File: config.mk
export PLATFORM = sky130hd
export DESIGN_NAME = port_status_reg
export DESIGN_NICKNAME = d
export VERILOG_FILES = /design/src/rtl/usbport_pkg.sv /design/src/rtl/us_tick_gen.sv /design/src/rtl/port_line_sampler.sv /design/src/rtl/resume_eop_seq.sv /design/src/rtl/port_status_reg.sv
export SDC_FILE = /design/constraint.sdc
export NUM_CORES = 1
export LEC_CHECK = 0
export BUFFER_PORTS_ARGS = -buffer_cell sky130_fd_sc_hd__buf_2
export CAP_MARGIN = 30
export CORE_UTILIZATION = 45
export CTS_CLUSTER_DIAMETER = 50
export CTS_CLUSTER_SIZE = 40
export DETAILED_ROUTE_END_ITERATION = 7
export PLACE_DENSITY = 0.77
export SYNTH_ARGS = -nofsm -noshare
export SYNTH_HDL_FRONTEND = slang
export SYNTH_SLANG_ARGS = --single-unit
File: constraint.sdc
create_clock -name clk -period 1.5 [get_ports clk]
set_input_delay 0.15 -clock clk [delete_from_list [all_inputs] [get_ports clk]]
set_output_delay 0.15 -clock clk [all_outputs]
set_load 0.005 [all_outputs]
File: src/rtl/usbport_pkg.sv
package usbport_pkg;
  localparam int WORD_W     = 16;
  localparam int B_CONN     = 0;
  localparam int B_CONN_CHG = 1;
  localparam int B_EN       = 2;
  localparam int B_EN_CHG   = 3;
  localparam int B_LS       = 4;
  localparam int B_RES      = 6;
  localparam int B_OC       = 8;
  localparam int B_RST      = 9;
  localparam int B_OC_CHG   = 10;
  localparam int B_SUSP     = 12;

  typedef struct packed {
    logic conn;
    logic conn_chg;
    logic en;
    logic en_chg;
    logic ls;
    logic resume;
    logic oc;
    logic rst;
    logic oc_chg;
    logic susp;
  } port_state_t;

  // Assemble the readable word; every unlisted position stays zero.
  function automatic logic [WORD_W-1:0] pack_word(port_state_t s);
    logic [WORD_W-1:0] w;
    w = '0;
    w[B_CONN]     = s.conn;
    w[B_CONN_CHG] = s.conn_chg;
    w[B_EN]       = s.en;
    w[B_EN_CHG]   = s.en_chg;
    w[B_LS]       = s.ls & s.conn;
    w[B_RES]      = s.resume;
    w[B_OC]       = s.oc;
    w[B_RST]      = s.rst;
    w[B_OC_CHG]   = s.oc_chg;
    w[B_SUSP]     = s.susp;
    return w;
  endfunction

  // Sticky flag: a hardware event sets it, a one written clears it, set wins.
  function automatic logic sticky_next(logic cur, logic set_evt, logic wr_one);
    return set_evt | (cur & ~wr_one);
  endfunction
endpackage

File: src/rtl/us_tick_gen.sv
module us_tick_gen #(
  parameter int CLK_PER_US = 50
) (
  input  logic clk,
  input  logic rst_n,
  output logic us_tick
);
  localparam int CW = (CLK_PER_US > 1) ? $clog2(CLK_PER_US) : 1;
  localparam logic [CW-1:0] LAST = CW'(CLK_PER_US - 1);

  logic [CW-1:0] cnt;

  assign us_tick = (cnt == LAST);

  always_ff @(posedge clk) begin
    if (!rst_n)       cnt <= '0;
    else if (us_tick) cnt <= '0;
    else              cnt <= cnt + 1'b1;
  end

  p_tick_bound_r9: assert property (@(posedge clk) disable iff (!rst_n)
    cnt <= LAST);
endmodule

File: src/rtl/port_line_sampler.sv
module port_line_sampler #(
  parameter bit OC_ACTIVE_LOW = 1'b0
) (
  input  logic clk,
  input  logic rst_n,
  input  logic dev_attach,
  input  logic dev_low_speed,
  input  logic oc_pin,
  output logic conn_q,
  output logic ls_q,
  output logic oc_q,
  output logic conn_evt,
  output logic conn_fall,
  output logic oc_evt
);
  logic oc_lvl;

  assign oc_lvl    = oc_pin ^ OC_ACTIVE_LOW;
  assign conn_evt  = dev_attach ^ conn_q;
  assign conn_fall = conn_q & ~dev_attach;
  assign oc_evt    = oc_lvl ^ oc_q;

  always_ff @(posedge clk) begin
    if (!rst_n) begin
      conn_q <= 1'b0;
      ls_q   <= 1'b0;
      oc_q   <= 1'b0;
    end else begin
      conn_q <= dev_attach;
      ls_q   <= dev_low_speed;
      oc_q   <= oc_lvl;
    end
  end

  p_conn_track_r1: assert property (@(posedge clk) disable iff (!rst_n)
    conn_evt |=> (conn_q != $past(conn_q)));
endmodule

File: src/rtl/resume_eop_seq.sv
module resume_eop_seq #(
  parameter int EOP_US = 2
) (
  input  logic clk,
  input  logic rst_n,
  input  logic start,
  input  logic us_tick,
  output logic busy,
  output logic done
);
  localparam int NW = (EOP_US > 1) ? $clog2(EOP_US) : 1;
  localparam logic [NW-1:0] LAST = NW'(EOP_US - 1);

  logic [NW-1:0] ticks;

  assign done = busy & us_tick & (ticks == LAST);

  always_ff @(posedge clk) begin
    if (!rst_n) begin
      busy  <= 1'b0;
      ticks <= '0;
    end else if (start) begin
      busy  <= 1'b1;
      ticks <= '0;
    end else if (done) begin
      busy  <= 1'b0;
      ticks <= '0;
    end else if (busy && us_tick) begin
      ticks <= ticks + 1'b1;
    end
  end

  p_start_when_idle_r9: assert property (@(posedge clk) disable iff (!rst_n)
    start |-> !busy);
  p_end_on_tick_r9: assert property (@(posedge clk) disable iff (!rst_n)
    $fell(busy) |-> $past(us_tick));
endmodule

File: src/rtl/port_status_reg.sv
module port_status_reg
  import usbport_pkg::*;
#(
  parameter int CLK_PER_US    = 50,
  parameter int EOP_US        = 2,
  parameter bit OC_ACTIVE_LOW = 1'b0
) (
  input  logic        clk,
  input  logic        rst_n,
  input  logic        wr_en,
  input  logic [15:0] wr_data,
  output logic [15:0] rd_data,
  input  logic        dev_attach,
  input  logic        dev_low_speed,
  input  logic        oc_pin,
  input  logic        wake_req
);
  logic us_tick;
  logic conn_q, ls_q, oc_q, conn_evt, conn_fall, oc_evt;
  logic eop_busy, eop_done;

  logic conn_chg_q, en_q, en_chg_q, resume_q, rst_q, oc_chg_q, susp_q;

  // named internal events
  logic rst_rise, rst_release, en_lost, res_wr_clear, res_wr_set, wake_hit;
  logic en_next, resume_next;
  port_state_t st;
  logic unused_wr_bits;

  us_tick_gen #(.CLK_PER_US(CLK_PER_US)) u_tick (
    .clk(clk), .rst_n(rst_n), .us_tick(us_tick)
  );

  port_line_sampler #(.OC_ACTIVE_LOW(OC_ACTIVE_LOW)) u_lines (
    .clk(clk), .rst_n(rst_n),
    .dev_attach(dev_attach), .dev_low_speed(dev_low_speed), .oc_pin(oc_pin),
    .conn_q(conn_q), .ls_q(ls_q), .oc_q(oc_q),
    .conn_evt(conn_evt), .conn_fall(conn_fall), .oc_evt(oc_evt)
  );

  resume_eop_seq #(.EOP_US(EOP_US)) u_eop (
    .clk(clk), .rst_n(rst_n), .start(res_wr_clear), .us_tick(us_tick),
    .busy(eop_busy), .done(eop_done)
  );

  assign unused_wr_bits = ^{wr_data[15:13], wr_data[11], wr_data[7], wr_data[5], wr_data[0], wr_data[4], wr_data[8]};

  assign rst_rise     = wr_en & wr_data[B_RST] & ~rst_q;
  assign rst_release  = wr_en & ~wr_data[B_RST] & rst_q;
  assign en_lost      = en_q & (conn_fall | rst_rise);
  assign res_wr_clear = wr_en & resume_q & ~wr_data[B_RES] & ~eop_busy;
  assign res_wr_set   = wr_en & wr_data[B_RES] & en_q & ~eop_busy;
  assign wake_hit     = wake_req & susp_q & en_q;

  always_comb begin
    if (conn_fall)  en_next = 1'b0;
    else if (wr_en) en_next = wr_data[B_EN] & conn_q & ~wr_data[B_RST];
    else            en_next = en_q;
  end

  always_comb begin
    if (eop_done)                        resume_next = 1'b0;
    else if (eop_busy || res_wr_clear)   resume_next = resume_q;
    else if (res_wr_set || wake_hit)     resume_next = 1'b1;
    else                                 resume_next = resume_q;
  end

  always_ff @(posedge clk) begin
    if (!rst_n) begin
      conn_chg_q <= 1'b0;
      en_q       <= 1'b0;
      en_chg_q   <= 1'b0;
      resume_q   <= 1'b0;
      rst_q      <= 1'b0;
      oc_chg_q   <= 1'b0;
      susp_q     <= 1'b0;
    end else begin
      conn_chg_q <= sticky_next(conn_chg_q, conn_evt | rst_release,
                                wr_en & wr_data[B_CONN_CHG]);
      en_chg_q   <= sticky_next(en_chg_q, en_lost, wr_en & wr_data[B_EN_CHG]);
      oc_chg_q   <= sticky_next(oc_chg_q, oc_evt, wr_en & wr_data[B_OC_CHG]);
      en_q       <= en_next;
      resume_q   <= resume_next;
      if (wr_en) begin
        rst_q  <= wr_data[B_RST];
        susp_q <= wr_data[B_SUSP];
      end
    end
  end

  always_comb begin
    st.conn     = conn_q;
    st.conn_chg = conn_chg_q;
    st.en       = en_q;
    st.en_chg   = en_chg_q;
    st.ls       = ls_q;
    st.resume   = resume_q;
    st.oc       = oc_q;
    st.rst      = rst_q;
    st.oc_chg   = oc_chg_q;
    st.susp     = susp_q;
  end

  assign rd_data = pack_word(st);

  p_conn_chg_set_r1: assert property (@(posedge clk) disable iff (!rst_n)
    conn_evt |=> conn_chg_q);
  p_reset_holds_en_low_r4: assert property (@(posedge clk) disable iff (!rst_n)
    rst_q |-> !en_q);
  p_release_flags_conn_r5: assert property (@(posedge clk) disable iff (!rst_n)
    (wr_en && rst_q && !wr_data[B_RST]) |=> conn_chg_q);
  p_oc_chg_set_r6: assert property (@(posedge clk) disable iff (!rst_n)
    oc_evt |=> oc_chg_q);
  p_resume_needs_en_r7: assert property (@(posedge clk) disable iff (!rst_n)
    (resume_q && !$past(resume_q)) |-> $past(en_q));
  p_eop_holds_resume_r9: assert property (@(posedge clk) disable iff (!rst_n)
    eop_busy |-> resume_q);
  p_ls_gated_r10: assert property (@(posedge clk) disable iff (!rst_n)
    !conn_q |-> !rd_data[B_LS]);
  p_rsvd_zero_r11: assert property (@(posedge clk) disable iff (!rst_n)
    rd_data[15:13] == 3'b000 && !rd_data[11] && !rd_data[7] && !rd_data[5]);
endmodule

# Word-level counts from Yosys, hierarchy flattened
# Cells that the tools add are included.
# word_totals
regBits,18
latchBits,0
mem_bits_rw,0
rom_bits,0
input_bits,23
out_inout_bits,16
n_memories,0
# classes
n_addsub,2
n_mul,0
n_div,0
n_lt_le_gt_ge,0
eq_ne,1
shifts,0
muxes,2
bitwise_logic,42
n_reduce_logical,9
# op_table
cell,n
$and A1 B1 Y1,25
$not A1 Y1,10
$add A6 B1 Y6 const B,1
$eq A6 B6 Y1 const B,1
$reduce_or A2 Y1,3
$or A1 B1 Y1,5
$reduce_or A3 Y1,1
$logic_or A1 B1 Y1,2
$mux W1,2
$reduce_and A2 Y1,1
$reduce_bool A2 Y1,1
$xor A1 B1 Y1,2
$add A1 B1 Y1 const B,1
$logic_and A1 B1 Y1,1

# Longest topological paths before layout
# logic_depth
depth_word,6
depth_mapped,5

# Hierarchy
# A second synthesis with hierarchy kept.
# unflattened
hier_cells,95
hier_area_um2,930.9
# modules_own_cells
module,n_inst,cells_per_inst,area_each_um2,seq_area_each_um2
port_status_reg,1,48,447.9,140.1
us_tick_gen,1,28,279.0,120.1
port_line_sampler,1,10,108.9,60.1
resume_eop_seq,1,9,95.1,40.0

# Worst setup path before layout
# Ideal clock, no wire load.
# synth_timing
kind,reg2reg
start,register u_tick.cnt[0]
end,register u_tick.cnt[2]
arrival_ns,0.981
required_time_ns,1.372
path_slack_ns,0.390
path_stages_with_launch,5
path_buffers,0
path_cell_list,dfxtp_1 ha_1 nand3b_1 o21ai_1 nor2_1
# synth_between
elab_chain_len,2
elab_cells_between_ends,3
cone_classes,add/sub: 1; eq/ne: 1; reduce/logical: 1
# synth_rtl
item,line,rtl
"start, declared",us_tick_gen.sv:11,logic [CW-1:0] cnt;
"start signal, assigned",us_tick_gen.sv:18,else cnt <= cnt + 1'b1;
"parallel branches: the longest is 2 deep, another holds $add A6 B1 Y6",n/a,
# Several ways; the timed one is not identified.
# A chain may end at the register's enable or synchronous reset.

# Final worst setup path
# Same ends and word-level chain as after synthesis.

==> run_results.csv <==
group,metric,value,unit
flow_run,max-cap-violations,0,
sta,fin_skew,0.00264,ns
clocking,hold_buffers,0,
worst_hold_path,hold_class,"input pin to flop",
final_layout,drive_gt1_frac,0.269,
final_layout,layout.nets,135,
sta,period_needed,1.31,ns
power_and_ir_drop,power_density,960,mW/mm^2
place,port_buffers,23,
power_and_ir_drop,power.internal,0.691,mW
synthesis,avgSynthCellArea,9.26,um^2
place,dp_hpwl,1.06,mm
place,place.gp.congestion,0.725,
worst_hold_path,worstHoldEndpoint,"u_lines.ls_q$_SDFF_PN0_",
power_and_ir_drop,netSwitchingPower,0.205,mW
setup_path,critPathRequiredTime,1.68,ns
setup_path,path_cells,"ha_1 -> nand3b_1 -> o21ai_1 -> nor2_1",
final_layout,fin_util,0.535,
outcome,status,"finished, final reports clean",
worst_hold_path,holdPathStages,2,
clocking,clock_latency,0.29,ns
setup_path,cp_slowest_cell,"dfxtp_1",
die,design.die.area,0.00207,mm^2
grt,grt_max_degree,12,
grt,overflow,0,
clocking,ctsResizeCount,0,
sta,setup_tns,0,ns
sta,finalCritPeriodShare,0.875,
power_and_ir_drop,finalPower,0.896,mW
synthesis,synth_cell_types,29,
die,die_w,45.5,um
grt,antenna_found_initial,0,
setup_path,critPathBufInv,0,
setup_path,max_stage_delay,0.41,ns
clocking,clock_path_buffers,2,
setup_path,reg2reg_from,"u_tick.cnt[0]$_SDFF_PP0_",
setup_path,startpoint_type,"flop",
synthesis,syn_area,852,um^2
sta,grt_setup_unrepaired,"false",
die,rows,15,
power_and_ir_drop,clkPwrFrac,0.327,
clocking,cts_buffers,3,
grt,grt_pass1_wl,2.13,mm
die,start_util,0.488,
setup_path,rr_worst_depth,4,
clocking,clkTransAtPathRegs,0.10,ns
route,wl,1.33,mm
final_layout,fin_cells,133,
final_layout,diodes,0,
sta,hold_viol,0,
synthesis,netlist.area_leader.share,0.423,
sta,slew_violations,0,
setup_path,crit_path_end_kind,"flop",
route,final_antenna_net_count,0,
synthesis,seq_area_frac_synth,0.423,
clocking,htreeDepth,1,
grt,grt_usage,0.147,
clocking,clock_sinks,18,
power_and_ir_drop,p_leak,0.418,nW
final_layout,multi_input_area,375,um^2
die,die_height,45.5,um
route,drt_iter0_drc,10,
sta,fmax,762,MHz
clocking,cts_setup_buffers,0,
grt,grt_pass1_vias,478,
final_layout,n_fill_cell,175,
power_and_ir_drop,p_comb_frac,0.100,
setup_path,r2r_slack,0.19,ns
route,drc,0,
synthesis,postSynthCellCount,92,
route,vias,613,
synthesis,ys_ff_latch,18,
setup_path,cp_top_family,"flip-flops",
setup_path,worstSetupPathType,"flop to flop",
power_and_ir_drop,p_seq_frac,0.573,
route,first_pass_iters,3,
sta,hold_slack,0.0543,ns
sta,setup_violations,0,
clocking,root_buffer,"clkbuf_4",
die,core_area,0.00175,mm^2
setup_path,arrival,1.49,ns
setup_path,worst-path-stages,4,
place,place_inst,129,
die,num_io_pins,39,
clocking,cts_tree,"done",
worst_hold_path,hold_start,"dev_low_speed",
synthesis,yosys_warnings,0,
power_and_ir_drop,ir_drop,562,uV
final_layout,area_growth,9.54,%
synthesis,synth_top_cell_by_area,"dfxtp_1",
setup_path,worst-path-max-fanout,6,
route,wire_per_inst,9.97,um
synthesis,netlist_top_cells_area,"dfxtp_1 (42%), buf_4 (14%), ha_1 (4.4%)",
route,viasPerCell,4.61,
setup_path,r2r-end,"u_tick.cnt[2]$_SDFF_PP0_",
power_and_ir_drop,netSwitchingFraction,0.228,
final_layout,seq_area,360,um^2
==> worst max path at each step <==
stage,slack (ns),end,startpoint
after global routing,0.03,u_tick.cnt[3]$_SDFF_PP0_,u_tick.cnt[0]$_SDFF_PP0_
after global placement,0.27,u_tick.cnt[4]$_SDFF_PP0_,u_tick.cnt[0]$_SDFF_PP0_
after floorplan,0.39,u_tick.cnt[2]$_SDFF_PP0_,u_tick.cnt[0]$_SDFF_PP0_
after detailed placement,0.21,u_tick.cnt[4]$_SDFF_PP0_,u_tick.cnt[0]$_SDFF_PP0_
after CTS,0.20,u_tick.cnt[2]$_SDFF_PP0_,u_tick.cnt[0]$_SDFF_PP0_
final,0.19,u_tick.cnt[2]$_SDFF_PP0_,u_tick.cnt[0]$_SDFF_PP0_
==> cells by family after synthesis <==
family,count (synthesis),synth area share
AOI/OAI and AO/OA,13,0.0969
xor gates and xnor gates,4,0.0411
adders and majority gates,3,0.0441
buffers and inverters,20,0.159
DFF,18,0.423
muxes,3,0.0352
other,1,0.00440
and+or+nand+nor,30,0.197
==> sequential cells by signal (all words and copies together) (netlist names) <==
signal          cells
conn_chg_q          1
en_chg_q            1
en_q                1
oc_chg_q            1
resume_q            1
rst_q               1
susp_q              1
u_eop.busy          1
u_eop.ticks         1
u_lines.conn_q      1
u_lines.ls_q        1
u_lines.oc_q        1
u_tick.cnt          6
==> Yosys cell counts <==
master      n
nand2_1     6
nand3b_1    2
a31oi_1     1
a21oi_1     4
or3_1       1
a22o_1      1
mux2i_1     3
o21ai_0     2
xor2_1      3
a211oi_1    2
and3b_1     1
clkinv_1    1
conb_1      1
a2bb2oi_1   1
dfxtp_1    18
buf_4      16
nand4b_1    1
nand3_1     2
nor3_2      1
ha_1        3
nand2b_1    2
a221oi_1    1
xnor2_1     1
o21ai_1     1
inv_1       3
nand3_2     1
and2_1      3
nor2_1      9
nand4bb_1   1
==> metal layers <==
metal,global-route usage,up-vias,share of wire
met5,0,-,0
met1,0.215,270,0.51
met4,0.0545,0,0.0098
li1,-,322,-
met3,0.0595,2,0.065
met2,0.186,19,0.41
==> layout make-up <==
cell class                 count  share of cell area
timing repair buffer          23               0.123
sequential                    18               0.386
multi-input combinational     59               0.402
tap                           25              0.0335
inverter                       4              0.0161
clock buffer                   4              0.0389
==> worst register-to-register path: stages, from the launching register on <==
cell and delay (ns):
dfxtp_1 0.41, ha_1 0.18, nand3b_1 0.11, o21ai_1 0.40, nor2_1 0.09
==> layout by cell type, fill, tap and decap left out, drive strengths merged <==
master,count
a21oi,4
clkbuf,4
a221oi,1
inv,3
nand4b,1
clkinv,1
dfxtp,18
nand3,3
mux2i,3
and2,3
o21ai,3
buf,23
nand4bb,1
nand2b,2
or3,1
nor2,9
a2bb2oi,1
nor3,1
nand2,6
nand3b,2
xor2,3
a31oi,1
xnor2,1
a22o,1
and3b,1
ha,3
conb,6
a211oi,2
==> power groups by stage <==
| stage | sequential, mW | clock, mW | combinational, mW |
|---|---|---|---|
| detailed placement | 0.525 | 0 | 0.0900 |
| global route | 0.517 | 0.330 | 0.103 |
| global placement | 0.523 | 0 | 0.0869 |
| CTS | 0.514 | 0.304 | 0.0906 |
| floorplan | 0.521 | 0 | 0.0783 |
| finish | 0.513 | 0.293 | 0.0899 |
==> per-stage QoR <==
step	cell area, um^2	worst slack (ns)
final	933	0.187
after CTS	933	0.201
after global routing	933	0.0335
after detailed placement	897	0.214
after global placement	897	0.268
after floorplan	871	0.390
(Power assumes the default switching activity.)
